<file path="src/rtl/nia_pkg.sv">
`timescale 1ns/1ps
package nia_pkg;
  localparam int NUM_FIXED = 3;

  typedef enum logic [2:0] {
    OP_PRIO  = 3'd0,
    OP_EN    = 3'd1,
    OP_SETP  = 3'd2,
    OP_CLRP  = 3'd3,
    OP_SPLIT = 3'd4
  } wr_op_e;
endpackage

</file>
<file path="src/rtl/nia_src_bank.sv">
`timescale 1ns/1ps
module nia_src_bank
  import nia_pkg::*;
#(
  parameter int NUM_SRC = 8,
  parameter int IMPL_BITS = 4,
  parameter logic [NUM_SRC-1:0] EDGE_MASK = '0,
  parameter int IDX_W = 3,
  parameter int SPLIT_W = 3
) (
  input  logic                              clk,
  input  logic                              rst_n,
  input  logic [NUM_SRC-1:0]                irq_i,
  input  logic                              wr_en_i,
  input  logic [2:0]                        wr_op_i,
  input  logic [IDX_W-1:0]                  wr_idx_i,
  input  logic [7:0]                        wr_data_i,
  input  logic                              ack_clr_i,
  input  logic [IDX_W-1:0]                  ack_idx_i,
  input  logic [IDX_W-1:0]                  rd_idx_i,
  output logic [NUM_SRC-1:0][IMPL_BITS-1:0] prio_o,
  output logic [NUM_SRC-1:0]                en_o,
  output logic [NUM_SRC-1:0]                pend_o,
  output logic [SPLIT_W-1:0]                split_o,
  output logic [7:0]                        rd_prio_o
);
  localparam int LOW_BITS = 8 - IMPL_BITS;

  logic [SPLIT_W-1:0] split_q, split_d;
  logic               split_we;

  assign split_we = wr_en_i && (wr_op_i == OP_SPLIT);

  always_comb begin
    if (wr_data_i > 8'(IMPL_BITS)) split_d = SPLIT_W'(IMPL_BITS);
    else                           split_d = wr_data_i[SPLIT_W-1:0];
  end

  always_ff @(posedge clk or negedge rst_n) begin
    if (!rst_n)        split_q <= SPLIT_W'(IMPL_BITS);
    else if (split_we) split_q <= split_d;
  end

  assign split_o = split_q;

  for (genvar g = 0; g < NUM_SRC; g++) begin : g_src
    logic                 hit, prio_we, en_we, hw_set;
    logic                 pend_q, pend_d, en_q;
    logic [IMPL_BITS-1:0] prio_q;

    assign hit     = wr_en_i && (wr_idx_i == IDX_W'(g));
    assign prio_we = hit && (wr_op_i == OP_PRIO);
    assign en_we   = hit && (wr_op_i == OP_EN);

    if (EDGE_MASK[g]) begin : g_edge
      logic irq_q;
      always_ff @(posedge clk or negedge rst_n) begin
        if (!rst_n) irq_q <= 1'b0;
        else        irq_q <= irq_i[g];
      end
      assign hw_set = irq_i[g] & ~irq_q;
    end else begin : g_level
      assign hw_set = irq_i[g];
    end

    always_comb begin
      pend_d = pend_q;
      if ((hit && wr_op_i == OP_CLRP) || (ack_clr_i && ack_idx_i == IDX_W'(g)))
        pend_d = 1'b0;
      if (hit && wr_op_i == OP_SETP)
        pend_d = 1'b1;
      if (hw_set)
        pend_d = 1'b1;
    end

    always_ff @(posedge clk or negedge rst_n) begin
      if (!rst_n) begin
        pend_q <= 1'b0;
        en_q   <= 1'b0;
        prio_q <= '0;
      end else begin
        pend_q <= pend_d;
        if (en_we)   en_q   <= wr_data_i[0];
        if (prio_we) prio_q <= wr_data_i[7 -: IMPL_BITS];
      end
    end

    assign prio_o[g] = prio_q;
    assign en_o[g]   = en_q;
    assign pend_o[g] = pend_q;
  end

  assign rd_prio_o = {prio_o[rd_idx_i], {LOW_BITS{1'b0}}};
endmodule

</file>
<file path="src/rtl/nia_select.sv">
`timescale 1ns/1ps
module nia_select
  import nia_pkg::*;
#(
  parameter int NUM_SRC = 8,
  parameter int IMPL_BITS = 4,
  parameter bit HI_IS_URGENT = 1'b0,
  parameter int IDX_W = 3,
  parameter int VEC_W = 4,
  parameter int RANK_W = 5,
  parameter int SPLIT_W = 3
) (
  input  logic [NUM_SRC-1:0][IMPL_BITS-1:0] prio_i,
  input  logic [NUM_SRC-1:0]                en_i,
  input  logic [NUM_SRC-1:0]                pend_i,
  input  logic [NUM_FIXED-1:0]              fixed_i,
  input  logic [SPLIT_W-1:0]                split_i,
  output logic                              cand_valid_o,
  output logic [RANK_W-1:0]                 cand_rank_o,
  output logic [VEC_W-1:0]                  cand_vec_o,
  output logic                              cand_is_src_o,
  output logic [IDX_W-1:0]                  cand_src_o
);
  logic [IMPL_BITS-1:0] norm, grp, sub, best_sub;
  logic [RANK_W-1:0]    rank;
  int                   sh;

  always_comb begin
    cand_valid_o  = 1'b0;
    cand_rank_o   = '1;
    cand_vec_o    = '0;
    cand_is_src_o = 1'b0;
    cand_src_o    = '0;
    best_sub      = '1;
    sh            = IMPL_BITS - int'(split_i);
    norm          = '0;
    grp           = '0;
    sub           = '0;
    rank          = '0;
    for (int i = 0; i < NUM_SRC; i++) begin
      norm = HI_IS_URGENT ? ~prio_i[i] : prio_i[i];
      grp  = norm >> sh;
      sub  = norm & IMPL_BITS'((1 << sh) - 1);
      rank = RANK_W'(grp) + RANK_W'(NUM_FIXED);
      if (pend_i[i] && en_i[i] &&
          (!cand_valid_o || {rank, sub} < {cand_rank_o, best_sub})) begin
        cand_valid_o  = 1'b1;
        cand_rank_o   = rank;
        best_sub      = sub;
        cand_vec_o    = VEC_W'(i + NUM_FIXED);
        cand_is_src_o = 1'b1;
        cand_src_o    = IDX_W'(i);
      end
    end
    for (int k = NUM_FIXED - 1; k >= 0; k--) begin
      if (fixed_i[k]) begin
        cand_valid_o  = 1'b1;
        cand_rank_o   = RANK_W'(k);
        best_sub      = '0;
        cand_vec_o    = VEC_W'(k);
        cand_is_src_o = 1'b0;
        cand_src_o    = '0;
      end
    end
  end
endmodule

</file>
<file path="src/rtl/nia_nest_stack.sv">
`timescale 1ns/1ps
module nia_nest_stack
  import nia_pkg::*;
#(
  parameter int NUM_SRC = 8,
  parameter int IDX_W = 3,
  parameter int VEC_W = 4,
  parameter int RANK_W = 5,
  parameter int STK_DEPTH = 19,
  parameter int SP_W = 5,
  parameter int IDLE_RANK = 19
) (
  input  logic               clk,
  input  logic               rst_n,
  input  logic               take_i,
  input  logic               ret_i,
  input  logic [RANK_W-1:0]  new_rank_i,
  input  logic [VEC_W-1:0]   new_vec_i,
  input  logic               new_is_src_i,
  input  logic [IDX_W-1:0]   new_src_i,
  output logic [RANK_W-1:0]  run_rank_o,
  output logic [VEC_W-1:0]   run_vec_o,
  output logic [NUM_SRC-1:0] active_o,
  output logic [SP_W-1:0]    depth_o
);
  localparam int ENT_W = RANK_W + VEC_W;

  logic [ENT_W-1:0]   stk_q [STK_DEPTH];
  logic [ENT_W-1:0]   tos;
  logic               stk_we;
  logic [RANK_W-1:0]  rank_q, rank_d;
  logic [VEC_W-1:0]   vec_q, vec_d;
  logic [SP_W-1:0]    sp_q, sp_d;
  logic [NUM_SRC-1:0] act_q, act_d;

  assign tos = (sp_q != '0) ? stk_q[sp_q - SP_W'(1)] : '0;

  always_comb begin
    rank_d = rank_q;
    vec_d  = vec_q;
    sp_d   = sp_q;
    act_d  = act_q;
    stk_we = 1'b0;
    if (ret_i) begin
      rank_d = tos[ENT_W-1 -: RANK_W];
      vec_d  = tos[VEC_W-1:0];
      sp_d   = sp_q - SP_W'(1);
      if (vec_q >= VEC_W'(NUM_FIXED))
        act_d[IDX_W'(vec_q - VEC_W'(NUM_FIXED))] = 1'b0;
    end else if (take_i) begin
      stk_we = 1'b1;
      rank_d = new_rank_i;
      vec_d  = new_vec_i;
      sp_d   = sp_q + SP_W'(1);
      if (new_is_src_i) act_d[new_src_i] = 1'b1;
    end
  end

  always_ff @(posedge clk or negedge rst_n) begin
    if (!rst_n) begin
      rank_q <= RANK_W'(IDLE_RANK);
      vec_q  <= '0;
      sp_q   <= '0;
      act_q  <= '0;
    end else begin
      rank_q <= rank_d;
      vec_q  <= vec_d;
      sp_q   <= sp_d;
      act_q  <= act_d;
    end
  end

  always_ff @(posedge clk) begin
    if (stk_we) stk_q[sp_q] <= {rank_q, vec_q};
  end

  assign run_rank_o = rank_q;
  assign run_vec_o  = vec_q;
  assign active_o   = act_q;
  assign depth_o    = sp_q;
endmodule

</file>
<file path="src/rtl/nest_irq_arbiter.sv">
`timescale 1ns/1ps
module nest_irq_arbiter
  import nia_pkg::*;
#(
  parameter int NUM_SRC = 8,
  parameter int IMPL_BITS = 4,
  parameter bit HI_IS_URGENT = 1'b0,
  parameter logic [NUM_SRC-1:0] EDGE_MASK = 8'hF0,
  localparam int IDX_W = (NUM_SRC > 1) ? $clog2(NUM_SRC) : 1,
  localparam int VEC_W = $clog2(NUM_SRC + NUM_FIXED),
  localparam int NUM_GRP = 2 ** IMPL_BITS,
  localparam int IDLE_RANK = NUM_GRP + NUM_FIXED,
  localparam int RANK_W = $clog2(IDLE_RANK + 1),
  localparam int SPLIT_W = $clog2(IMPL_BITS + 1),
  localparam int STK_DEPTH = NUM_GRP + NUM_FIXED,
  localparam int SP_W = $clog2(STK_DEPTH + 1)
) (
  input  logic                 clk,
  input  logic                 rst_n,
  input  logic [NUM_SRC-1:0]   irq_i,
  input  logic [2:0]           fixed_i,
  input  logic                 wr_en_i,
  input  logic [2:0]           wr_op_i,
  input  logic [IDX_W-1:0]     wr_idx_i,
  input  logic [7:0]           wr_data_i,
  input  logic [IDX_W-1:0]     rd_idx_i,
  output logic [7:0]           rd_prio_o,
  input  logic                 ack_i,
  input  logic                 eret_i,
  output logic                 preempt_o,
  output logic [VEC_W-1:0]     vec_o,
  output logic [RANK_W-1:0]    run_rank_o,
  output logic [VEC_W-1:0]     run_vec_o,
  output logic [NUM_SRC-1:0]   pend_o,
  output logic [NUM_SRC-1:0]   active_o
);
  logic [NUM_SRC-1:0][IMPL_BITS-1:0] prio_w;
  logic [NUM_SRC-1:0]                en_w;
  logic [SPLIT_W-1:0]                split_w;
  logic                              cand_valid, cand_is_src, take, ret;
  logic [RANK_W-1:0]                 cand_rank;
  logic [VEC_W-1:0]                  cand_vec;
  logic [IDX_W-1:0]                  cand_src;
  logic [SP_W-1:0]                   depth_w;

  nia_src_bank #(
    .NUM_SRC(NUM_SRC), .IMPL_BITS(IMPL_BITS), .EDGE_MASK(EDGE_MASK),
    .IDX_W(IDX_W), .SPLIT_W(SPLIT_W)
  ) u_bank (
    .clk(clk), .rst_n(rst_n), .irq_i(irq_i),
    .wr_en_i(wr_en_i), .wr_op_i(wr_op_i), .wr_idx_i(wr_idx_i), .wr_data_i(wr_data_i),
    .ack_clr_i(take && cand_is_src), .ack_idx_i(cand_src), .rd_idx_i(rd_idx_i),
    .prio_o(prio_w), .en_o(en_w), .pend_o(pend_o), .split_o(split_w),
    .rd_prio_o(rd_prio_o)
  );

  nia_select #(
    .NUM_SRC(NUM_SRC), .IMPL_BITS(IMPL_BITS), .HI_IS_URGENT(HI_IS_URGENT),
    .IDX_W(IDX_W), .VEC_W(VEC_W), .RANK_W(RANK_W), .SPLIT_W(SPLIT_W)
  ) u_sel (
    .prio_i(prio_w), .en_i(en_w), .pend_i(pend_o), .fixed_i(fixed_i), .split_i(split_w),
    .cand_valid_o(cand_valid), .cand_rank_o(cand_rank), .cand_vec_o(cand_vec),
    .cand_is_src_o(cand_is_src), .cand_src_o(cand_src)
  );

  assign preempt_o = cand_valid && (cand_rank < run_rank_o);
  assign vec_o     = cand_vec;
  assign ret       = eret_i && (depth_w != '0);
  assign take      = ack_i && preempt_o && !eret_i;

  nia_nest_stack #(
    .NUM_SRC(NUM_SRC), .IDX_W(IDX_W), .VEC_W(VEC_W), .RANK_W(RANK_W),
    .STK_DEPTH(STK_DEPTH), .SP_W(SP_W), .IDLE_RANK(IDLE_RANK)
  ) u_stack (
    .clk(clk), .rst_n(rst_n), .take_i(take), .ret_i(ret),
    .new_rank_i(cand_rank), .new_vec_i(cand_vec), .new_is_src_i(cand_is_src),
    .new_src_i(cand_src), .run_rank_o(run_rank_o), .run_vec_o(run_vec_o),
    .active_o(active_o), .depth_o(depth_w)
  );
endmodule

</file>
<file path="config.mk">
export PLATFORM = sky130hd
export DESIGN_NAME = nest_irq_arbiter
export DESIGN_NICKNAME = d
export VERILOG_FILES = /design/src/rtl/nia_pkg.sv /design/src/rtl/nia_src_bank.sv /design/src/rtl/nia_select.sv /design/src/rtl/nia_nest_stack.sv /design/src/rtl/nest_irq_arbiter.sv
export SDC_FILE = /design/constraint.sdc
export NUM_CORES = 1
export LEC_CHECK = 0
export ABC_AREA = 1
export BUFFER_PORTS_ARGS = -buffer_cell sky130_fd_sc_hd__buf_4
export CORE_ASPECT_RATIO = 1.75
export CORE_UTILIZATION = 56
export CTS_CLUSTER_DIAMETER = 120
export DETAILED_ROUTE_END_ITERATION = 10
export MAX_ROUTING_LAYER = met4
export PLACE_DENSITY = 0.78
export SYNTH_ARGS = -nofsm -noshare
export SYNTH_HDL_FRONTEND = slang
export SYNTH_SLANG_ARGS = --single-unit
</file>
<file path="constraint.sdc">
create_clock -name clk -period 16.1 [get_ports clk]
set_clock_uncertainty 0.15 [all_clocks]
set_input_delay 3.22 -clock clk [delete_from_list [all_inputs] [get_ports clk]]
set_output_delay 3.22 -clock clk [all_outputs]
set_load 0.02 [all_outputs]
</file>
==> impl_metrics.toml, run 1 <==
[setup_path]
cp.arrival_ps = 12580
cp_max_fo = 9
path_class = "reg2out"
critPathTopFamily = "compound AO/OA/AOI/OAI gates"
critPathBufInv = 8
r2r-start = "u_bank.split_o[0]"
crit_path_frequent_cell = "nand2_1"
crit_path_end_kind = "primary output"
cp-start-kind = "flop"
r2r-end = "u_stack.stk_q[10][2]"
max_stage_delay_ps = 400
worstRegToRegCells = 87
critPathSlowestCell = "dfrtp_1"
critPathRequiredTime_ps = 12730
reg2reg_slack_ps = 2260

[power_and_ir_drop]
powerDensity_nw_per_um2 = 171.6
total_power_w = 0.002927
peakVddDrop_v = 0.0001073
p_leak_nw = 7.320

[timing]
setup_ws_ps = 146.4
maxSlewViolCount = 0
tightestPinTransition_ps = 1127
min_period_ps = 15950
hold_slack_ps = 337.8
fmax_mhz = 62.68
slew_headroom = 0.2429
hold_violations = 0
rsz0062_at_grt = "yes"
min_period_over_period = 0.9909
setup_violations = 0

[die]
core_um2 = 24720
pin_count = 71
die-area_um2 = 25910
fp-row-count = 76
start_util = 0.5719
die_w_um = 122.1
die_y_um = 212.2

[logic_synthesis]
seq_area_frac_synth = 0.4998
yosys.area.top_type_share = 0.3632
async_reset_ff_frac = 0.3105
synthTopCellsByArea = "edfxtp_1, dfrtp_1, nand2_1"
synth.cell_area_um2 = 14140
ys_types = 45
synth_common_cells = "nand2_1, edfxtp_1, a21oi_1"
syn-instance-count = 1632
synth_ff_type = "edfxtp_1"
ys_seq_elements = 248
yosysWarningCount = 0
synth.most_common_cell = "nand2_1"
synth_top_cell_by_area = "edfxtp_1"
syn_area_per_cell_um2 = 8.663
synth_edf_count = 171

[clock_tree]
clkLatencyLatePin_ps = 540
clk_path_buf_depth = 3
numCtsBuffers = 23
htree_levels = 1
root_buffer = "clkbuf_16"
cts_sinks = 248
clk_pin_slew_ps = 70
cts_tree = "done"

[global_route]
track_usage = 0.3403
grt_overflow = 0
grt_antenna_before_repair = 0
grt_pass1_vias = 12530
grt_max_degree = 86
grt_first_pass_wirelength_mm = 64.65

[hold_path]
hp-start = "u_bank.g_src[6].prio_q[3]"
hold_end = "u_bank.g_src[6].prio_q[3]"
hold_path_class = "reg2reg"
hold_depth = 2

[job]
max_cap_violations = 0

[drt]
firstDrtPassIters = 7
post_drt_wl_per_cell_um = 20.32
num_vias = 12790
ant_nets = 0
wl_mm = 43.07
drcViolationCount = 0
via_per_inst = 6.035
dr.first_iter.drc_count = 1006

[finish]
fillers = 1914
antennaDiodeCount = 0
nets = 1899
drive_above_1_share = 0.2025
area_growth_pct = 20.62
stdcell_count = 2119
regArea_um2 = 7068
multi_input_area_um2 = 6813
post-route-util = 0.6898

[placed_design]
io_buffers = 66
place_congestion = 1.022
dp.cells = 2058
dp_slack_ps = -672.3
dp_hpwl_mm = 30.42

[status]
outcome = "completed"
-- power breakdown --
group	internal [W]	switching (W)	leakage (nW)
Combinational	0.000538	0.000969	4.42
Clock	0.000329	0.000243	0.377
Sequential	0.000784	0.0000633	2.53
-- final cells by class --
| type | count | share of cell area |
|---|---|---|
| flip-flops and latches | 248 | 0.4145 |
| multi-input cells | 1184 | 0.3995 |
| repair buffers | 194 | 0.08672 |
| clock buffers | 26 | 0.03441 |
| inverters | 139 | 0.03067 |
| well taps | 312 | 0.02289 |
| clock inverters | 16 | 0.01137 |
-- logic make-up after synthesis --
| kind of cell | count (synthesis) | synth area share |
|---|---|---|
| adders and majority gates | 76 | 0.06726 |
| buffers and inverters | 210 | 0.06018 |
| other | 1 | 0.0002652 |
| and+or+nand+nor | 676 | 0.1959 |
| xor gates and xnor gates | 14 | 0.008673 |
| DFF | 248 | 0.4998 |
| AOI/OAI and AO/OA | 407 | 0.1679 |
-- repair_timing --
action | in CTS | in global routing
setup endpoints to repair | 5 | 5
gates cloned | 1 | 6
pin swaps | 7 | 27
resized for setup | 60 | 100
hold buffers | 0 | 0
buffers inserted | 2 | 10
-- layer usage --
metal / wire length (um) / part of all wire / global-route usage / vias to the layer above
li1: - / - / - / 6002
met1: 14270 / 0.33 / 0.3300 / 6001
met2: 22640 / 0.53 / 0.6016 / 589
met3: 2245 / 0.052 / 0.03648 / 197
met4: 3910 / 0.091 / 0.2767 / 0
met5: 0 / 0 / - / -
-- stage by stage --
stage | cell area, um2 | setup TNS, ps
2_1_floorplan | 14190 | 0
3_3_place_gp | 15610 | -230.1
3_5_place_dp | 15610 | -712.5
4_1_cts | 16540 | -258.3
5_1_grt | 17050 | -814.4
6_report | 17050 | 0
-- cell usage in the layout (no fill, tap or decap), types with 13 or more instances in the layout --
| cell | count |
|---|---|
| inv_2 | 13 |
| nor2_1 | 105 |
| o21ai_2 | 17 |
| a21oi_1 | 130 |
| inv_1 | 123 |
| clkbuf_16 | 23 |
| nor3_1 | 14 |
| nand2_2 | 22 |
| o21ai_0 | 91 |
| a221oi_1 | 20 |
| o22ai_1 | 16 |
| ha_1 | 65 |
| nand2_1 | 405 |
| buf_4 | 188 |
| edfxtp_1 | 171 |
| o21ai_1 | 32 |
| a31oi_1 | 18 |
| nand2_4 | 14 |
| dfrtp_1 | 72 |
| nand3_1 | 89 |
| a22oi_1 | 23 |
-- flip-flops by register name (all words and copies together), names as in the netlist --
name,cells
u_stack.active_o,8
u_bank.split_o,3
u_stack.run_rank_o,5
u_bank.g_src.prio_q,32
u_stack.stk_q,171
u_stack.depth_o,5
u_stack.run_vec_o,4
u_bank.g_src.en_q,8
u_bank.g_src.pend_q,8
u_bank.g_src.g_edge.irq_q,4
-- worst reg2reg max path: cells and delay by family, from the launching register on --
family | cells | cell delay [ps]
and+or+nand+nor | 41 | 4700
AOI/OAI and AO/OA | 26 | 4020
adders and majority gates | 10 | 2680
buffers and inverters | 9 | 1280
DFF | 1 | 400
xor gates and xnor gates | 1 | 160
-- worst max-delay path by stage --
stage,from,to,slack (ps),depth (start not counted)
5_1_grt,u_bank.split_o[0],preempt_o,-630,90
6_report,u_bank.split_o[0],preempt_o,150,83
3_3_place_gp,u_bank.split_o[0],preempt_o,-230,75
3_5_place_dp,u_bank.split_o[0],preempt_o,-670,86
2_1_floorplan,u_bank.split_o[0],preempt_o,0.8,101
4_1_cts,u_bank.split_o[0],preempt_o,-260,91
No activity file was read; power rests on OpenSTA's default activity.
==> run 2: changes to the inputs <==
--- a/config.mk
+++ b/config.mk
@@ -13,6 +13,7 @@
 export DETAILED_ROUTE_END_ITERATION = 10
 export MAX_ROUTING_LAYER = met4
 export PLACE_DENSITY = 0.78
+export SETUP_SLACK_MARGIN = 0.4
 export SYNTH_ARGS = -nofsm -noshare
 export SYNTH_HDL_FRONTEND = slang
 export SYNTH_SLANG_ARGS = --single-unit
==> run 2 against run 1 <==
The flow now finishes with violations (setup timing). Final area rose by 3.5%. Maximum frequency fell by 3.1%. Critical endpoint unchanged. First-iteration DRC count rose by 6.6%. Via count rose by 1.7%. Largest power group unchanged. Sequential power rose by 0.8%. Count of clock-buffer cells in the layout rose by 2. Highest routed layer unchanged. Sequential share of layout area fell by 1.4 points. Cell count rose by 1.4%. Hold slack got worse by 3.5 ps.
==> impl_metrics.toml, run 2 (same netlist as run 1, synthesis figures left out) <==
[setup_path]
critPathTopFamily = "compound AO/OA/AOI/OAI gates"
critPathBufInv = 11
crit_path_end_kind = "primary output"
path_class = "reg2out"
crit_path_frequent_cell = "nand2_2"
cp-start-kind = "flop"
critPathSlowestCell = "a2111oi_4"
cp.arrival_ps = 13090
cp_max_fo = 8
max_stage_delay_ps = 380
critPathRequiredTime_ps = 12730

[drt]
wl_met3_mm = 2.184
ant_nets = 0
post_drt_wl_per_cell_um = 20.78
top_layer = "met4"
num_vias = 13000
via_per_inst = 6.053
drcViolationCount = 0
dr.first_iter.drc_count = 1072
dr_wl_met2_mm = 23.57
firstDrtPassIters = 6
m1WireLength_mm = 14.67
wl_mm = 44.63

[finish]
reg_top3 = "u_stack.stk_q: 171 flops, u_bank.g_src.prio_q: 32 flops"
post-route-util = 0.7142
antennaDiodeCount = 0
final_common_cell = "nand2_1"
top_register = "u_stack.stk_q"
nets = 1928
largest_register_ffs = 171
area_growth_pct = 24.89
stdcell_count = 2148
drive_above_1_share = 0.2456
layout_common_cells = "nand2_1, buf_4, edfxtp_1, a21oi_1, inv_1"

[power_and_ir_drop]
peakVddDrop_v = 0.0001383
p_sw_w = 0.001341
p_int_w = 0.001690
p_leak_nw = 7.521
power_frac_comb = 0.536
power.share.clock = 0.182
switching_share = 0.4424
powerDensity_nw_per_um2 = 171.7
p_seq_frac = 0.282

[timing]
min_period_ps = 16460
fmax_mhz = 60.74
slew_headroom = 0.2695
setup_violations = 1
maxSlewViolCount = 0
rsz0062_at_grt = "yes"
tightestPinTransition_ps = 1087
min_period_over_period = 1.023
hold_violations = 0
setup_ws_ps = -363.7

[placed_design]
dp.cells = 2061
place_congestion = 1.011
io_buffers = 66
dp_slack_ps = -963.2
dp_hpwl_mm = 31.22

[status]
violations = "setup timing"
outcome = "finished, violations left"

[clock_tree]
clk_pin_slew_ps = 60
root_buffer = "clkbuf_16"
numCtsBuffers = 23
clk_path_buf_depth = 3
cts_tree = "done"
htree_levels = 1
ctsHoldBuffers = 0
clkLatencyLatePin_ps = 520
cts_sinks = 248

[global_route]
grt_pass1_vias = 12630
grt_first_pass_wirelength_mm = 65.46
track_usage = 0.3446
grt_overflow = 0
grt_antenna_before_repair = 0
grt_max_degree = 86

[die]
start_util = 0.5719
fp-row-count = 76
die-area_um2 = 25910
die_w_um = 122.1
pin_count = 71
die_y_um = 212.2
core_um2 = 24720

[hold_path]
hold_path_class = "reg2reg"

[job]
max_cap_violations = 0
==> run 2: area by class of cell <==
class / count / area (um2)
multi-input combinational: 1184 / 7169
sequential: 248 / 7068
fill: 1883 / 7066
timing repair buffer: 223 / 1742
clock buffer: 28 / 594.3
inverter: 139 / 529.3
tap: 312 / 390.4
clock inverter: 14 / 165.2
==> run 2: power by group through the flow <==
stage	sequential [W]	combinational [W]	clock [W]
floorplan	0.000861	0.000835	0
global placement	0.000862	0.00135	0
detailed placement	0.000865	0.00138	0
CTS	0.000853	0.00144	0.000555
global route	0.000859	0.00175	0.000577
finish	0.000855	0.00162	0.000553
==> run 2: through the flow <==
step | hold slack [ps] | instance area, um2 | setup TNS, ps | power (W)
5_1_grt | 351.2 | 17660 | -1691 | 0.003189
6_report | 334.3 | 17660 | -363.7 | 0.003031
2_1_floorplan | 303.0 | 14190 | 0 | 0.001697
3_5_place_dp | 323.8 | 15630 | -1778 | 0.002247
4_1_cts | 339.3 | 16740 | -285.2 | 0.002850
3_3_place_gp | 318.8 | 15630 | -323.9 | 0.002210
==> run 2: repair_timing <==
| item | CTS | global route |
|---|---|---|
| buffers inserted | 13 | 25 |
| setup endpoints to repair | 5 | 131 |
| pin swaps | 19 | 59 |
| resized for setup | 86 | 170 |
| endpoints found under the hold margin | 0 | 0 |
| gates cloned | 4 | 3 |
==> run 2: worst register-to-register path, delay by kind of cell (launching register included) <==
kind / cells / cell delay [ps]
AND/OR/NAND/NOR: 40 / 4740
flip-flops: 1 / 370
adder cells (fa/ha/maj): 10 / 2900
AO/OA/AOI/OAI: 29 / 4360
buffers and inverters: 12 / 1430
==> run 2: worst paths after layout <==
| kind | from | to | slack (ps) | cells after the start |
|---|---|---|---|---|
| max | u_bank.split_o[1] | preempt_o | -360 | 87 |
| min | u_bank.g_src[7].prio_q[3] | u_bank.g_src[7].prio_q[3] | 330 | 2 |
| max reg2reg | u_bank.split_o[1] | u_stack.stk_q[4][2] | 1780 | 91 |
| min reg2reg | u_bank.g_src[7].prio_q[3] | u_bank.g_src[7].prio_q[3] | 330 | 2 |
| max in group asynchronous | rst_n | u_stack.depth_o[0] | 12410 | 1 |
| min in group asynchronous | rst_n | u_bank.g_src[1].pend_q | 2700 | 1 |
==> run 2: metal layers <==
layer,up-vias,track usage
li1,6066,-
met1,6120,0.3291
met2,581,0.6111
met3,234,0.03568
met4,0,0.2902
met5,-,-
==> run 3: changes to the inputs <==
--- a/config.mk
+++ b/config.mk
@@ -12,7 +12,7 @@
 export CTS_CLUSTER_DIAMETER = 120
 export DETAILED_ROUTE_END_ITERATION = 10
 export MAX_ROUTING_LAYER = met4
-export PLACE_DENSITY = 0.78
+export PLACE_DENSITY_LB_ADDON = 0.15
 export SETUP_SLACK_MARGIN = 0.4
 export SYNTH_ARGS = -nofsm -noshare
 export SYNTH_HDL_FRONTEND = slang
==> run 3 against run 2 <==
The run still ends with setup timing left. Cell count up 0.19%. Combinational power hardly changed. Setup slack better by 25 ps. Via count barely moved. Maximum frequency is 0.15% higher. Critical endpoint unchanged.
==> impl_metrics.toml, run 3 (same netlist as run 1, synthesis figures left out) <==
[die]
fp-row-count = 76
die_w_um = 122.1
core_um2 = 24720
pin_count = 71
die-area_um2 = 25910
start_util = 0.5719
die_y_um = 212.2

[setup_path]
cp_max_fo = 8
critPathRequiredTime_ps = 12730
path_class = "reg2out"
max_stage_delay_ps = 370
cp.arrival_ps = 13070
critPathSlowestCell = "dfrtp_1"
cp-start-kind = "flop"
crit_path_end_kind = "primary output"
crit_path_frequent_cell = "nand2_2"
worstRegToRegCells = 117

[drt]
firstDrtPassIters = 5
dr.first_iter.drc_count = 1024
via_per_inst = 6.045
num_vias = 13010
drcViolationCount = 0
ant_nets = 0
post_drt_wl_per_cell_um = 20.88
wl_mm = 44.92

[global_route]
grt_first_pass_wirelength_mm = 65.18
grt_overflow = 0
grt_antenna_before_repair = 0
grt_pass1_vias = 12550
track_usage = 0.3449
grt_max_degree = 86

[clock_tree]
cts_sinks = 248
clkLatencyLatePin_ps = 540
numCtsBuffers = 23
clk_path_buf_depth = 3
cts_tree = "done"
root_buffer = "clkbuf_16"
htree_levels = 1
clk_pin_slew_ps = 70

[hold_path]
hold_depth = 2
hold_path_class = "reg2reg"

[timing]
setup_ws_ps = -338.2
slew_headroom = 0.2470
finalSetupTns_ps = -804.7
fmax_mhz = 60.83
tightestPinTransition_ps = 1122
min_period_over_period = 1.021
maxSlewViolCount = 0
hold_violations = 0
rsz0062_at_grt = "yes"
min_period_ps = 16440
setup_violations = 17

[status]
violations = "setup timing"
outcome = "finished, violations left"

[finish]
fillers = 1903
largest_register_ffs = 171
drive_above_1_share = 0.2429
layout_common_cells = "nand2_1, buf_4, edfxtp_1, a21oi_1, inv_1"
top_register = "u_stack.stk_q"
stdcell_count = 2152
post-route-util = 0.7107
nets = 1932
final_common_cell = "nand2_1"
area_growth_pct = 24.27
antennaDiodeCount = 0
reg_top3 = "u_stack.stk_q: 171 flops, u_bank.g_src.prio_q: 32 flops"

[power_and_ir_drop]
peakVddDrop_v = 0.0001349
powerDensity_nw_per_um2 = 170.9
p_leak_nw = 7.499
total_power_w = 0.003002

[placed_design]
place_congestion = 0.9645
dp.cells = 2057
dp_hpwl_mm = 31.13
io_buffers = 66

[job]
max_cap_violations = 0
-- run 3: final timing paths --
path,startpoint,slack (ps),endpoint
worst max-delay path,u_bank.split_o[0],-340,preempt_o
worst min-delay path,u_bank.g_src[1].prio_q[3],340,u_bank.g_src[1].prio_q[3]
worst max register to register,u_bank.split_o[0],-50,u_bank.g_src[5].pend_q
worst min register to register,u_bank.g_src[1].prio_q[3],340,u_bank.g_src[1].prio_q[3]
max in group asynchronous,rst_n,12310,u_stack.depth_o[0]
min in group asynchronous,rst_n,2460,u_bank.g_src[1].pend_q
-- run 3: area by class of cell --
| type | instances | area, um2 | share of cell area |
|---|---|---|---|
| inverters | 139 | 529.3 | 0.03012 |
| clock buffers | 29 | 608.1 | 0.03461 |
| well taps | 312 | 390.4 | 0.02222 |
| flip-flops and latches | 248 | 7068 | 0.4023 |
| repair buffers | 228 | 1822 | 0.1037 |
| clock inverters | 13 | 125.1 | 0.007121 |
| multi-input cells | 1183 | 7028 | 0.4000 |
-- run 3: routing by layer --
metal | global-route usage | wire (um) | part of all wire
met5 | - | 0 | 0
met4 | 0.2893 | 4298 | 0.096
met3 | 0.03380 | 2016 | 0.045
met2 | 0.6088 | 23700 | 0.53
met1 | 0.3338 | 14910 | 0.33
-- run 3: critical path, delay by kind of cell (launching register included) --
family / cells / cell delay, ps
AOI/OAI and AO/OA: 29 / 4450
xor gates and xnor gates: 1 / 160
adders and majority gates: 10 / 2880
buffers and inverters: 10 / 1100
DFF: 1 / 370
and+or+nand+nor: 36 / 3570
-- run 3: report_power, final --
part	leakage, nW	internal, W	total [W]	switching, W
Combinational	4.62	0.000591	0.00162	0.00103
Sequential	2.53	0.000784	0.000843	0.0000584
Clock	0.355	0.000302	0.000541	0.000240
-- run 3: timing repair --
action / in CTS / in global routing
endpoints found under the setup margin: 5 / 120
pin swaps: 22 / 81
buffers inserted: 31 / 15
resized for setup: 66 / 175
cloned: 5 / 2
hold buffers: 0 / 0
endpoints found under the hold margin: 0 / 0
-- run 3: metrics by stage --
stage               hold slack (ps)  setup slack (ps)  area, um2
CTS                           339.2            -305.7      16790
global route                  352.1            -971.2      17570
global placement              317.7            -506.1      15620
floorplan                     303.0             54.50      14190
detailed placement            323.6            -723.8      15620
finish                        335.6            -338.2      17570
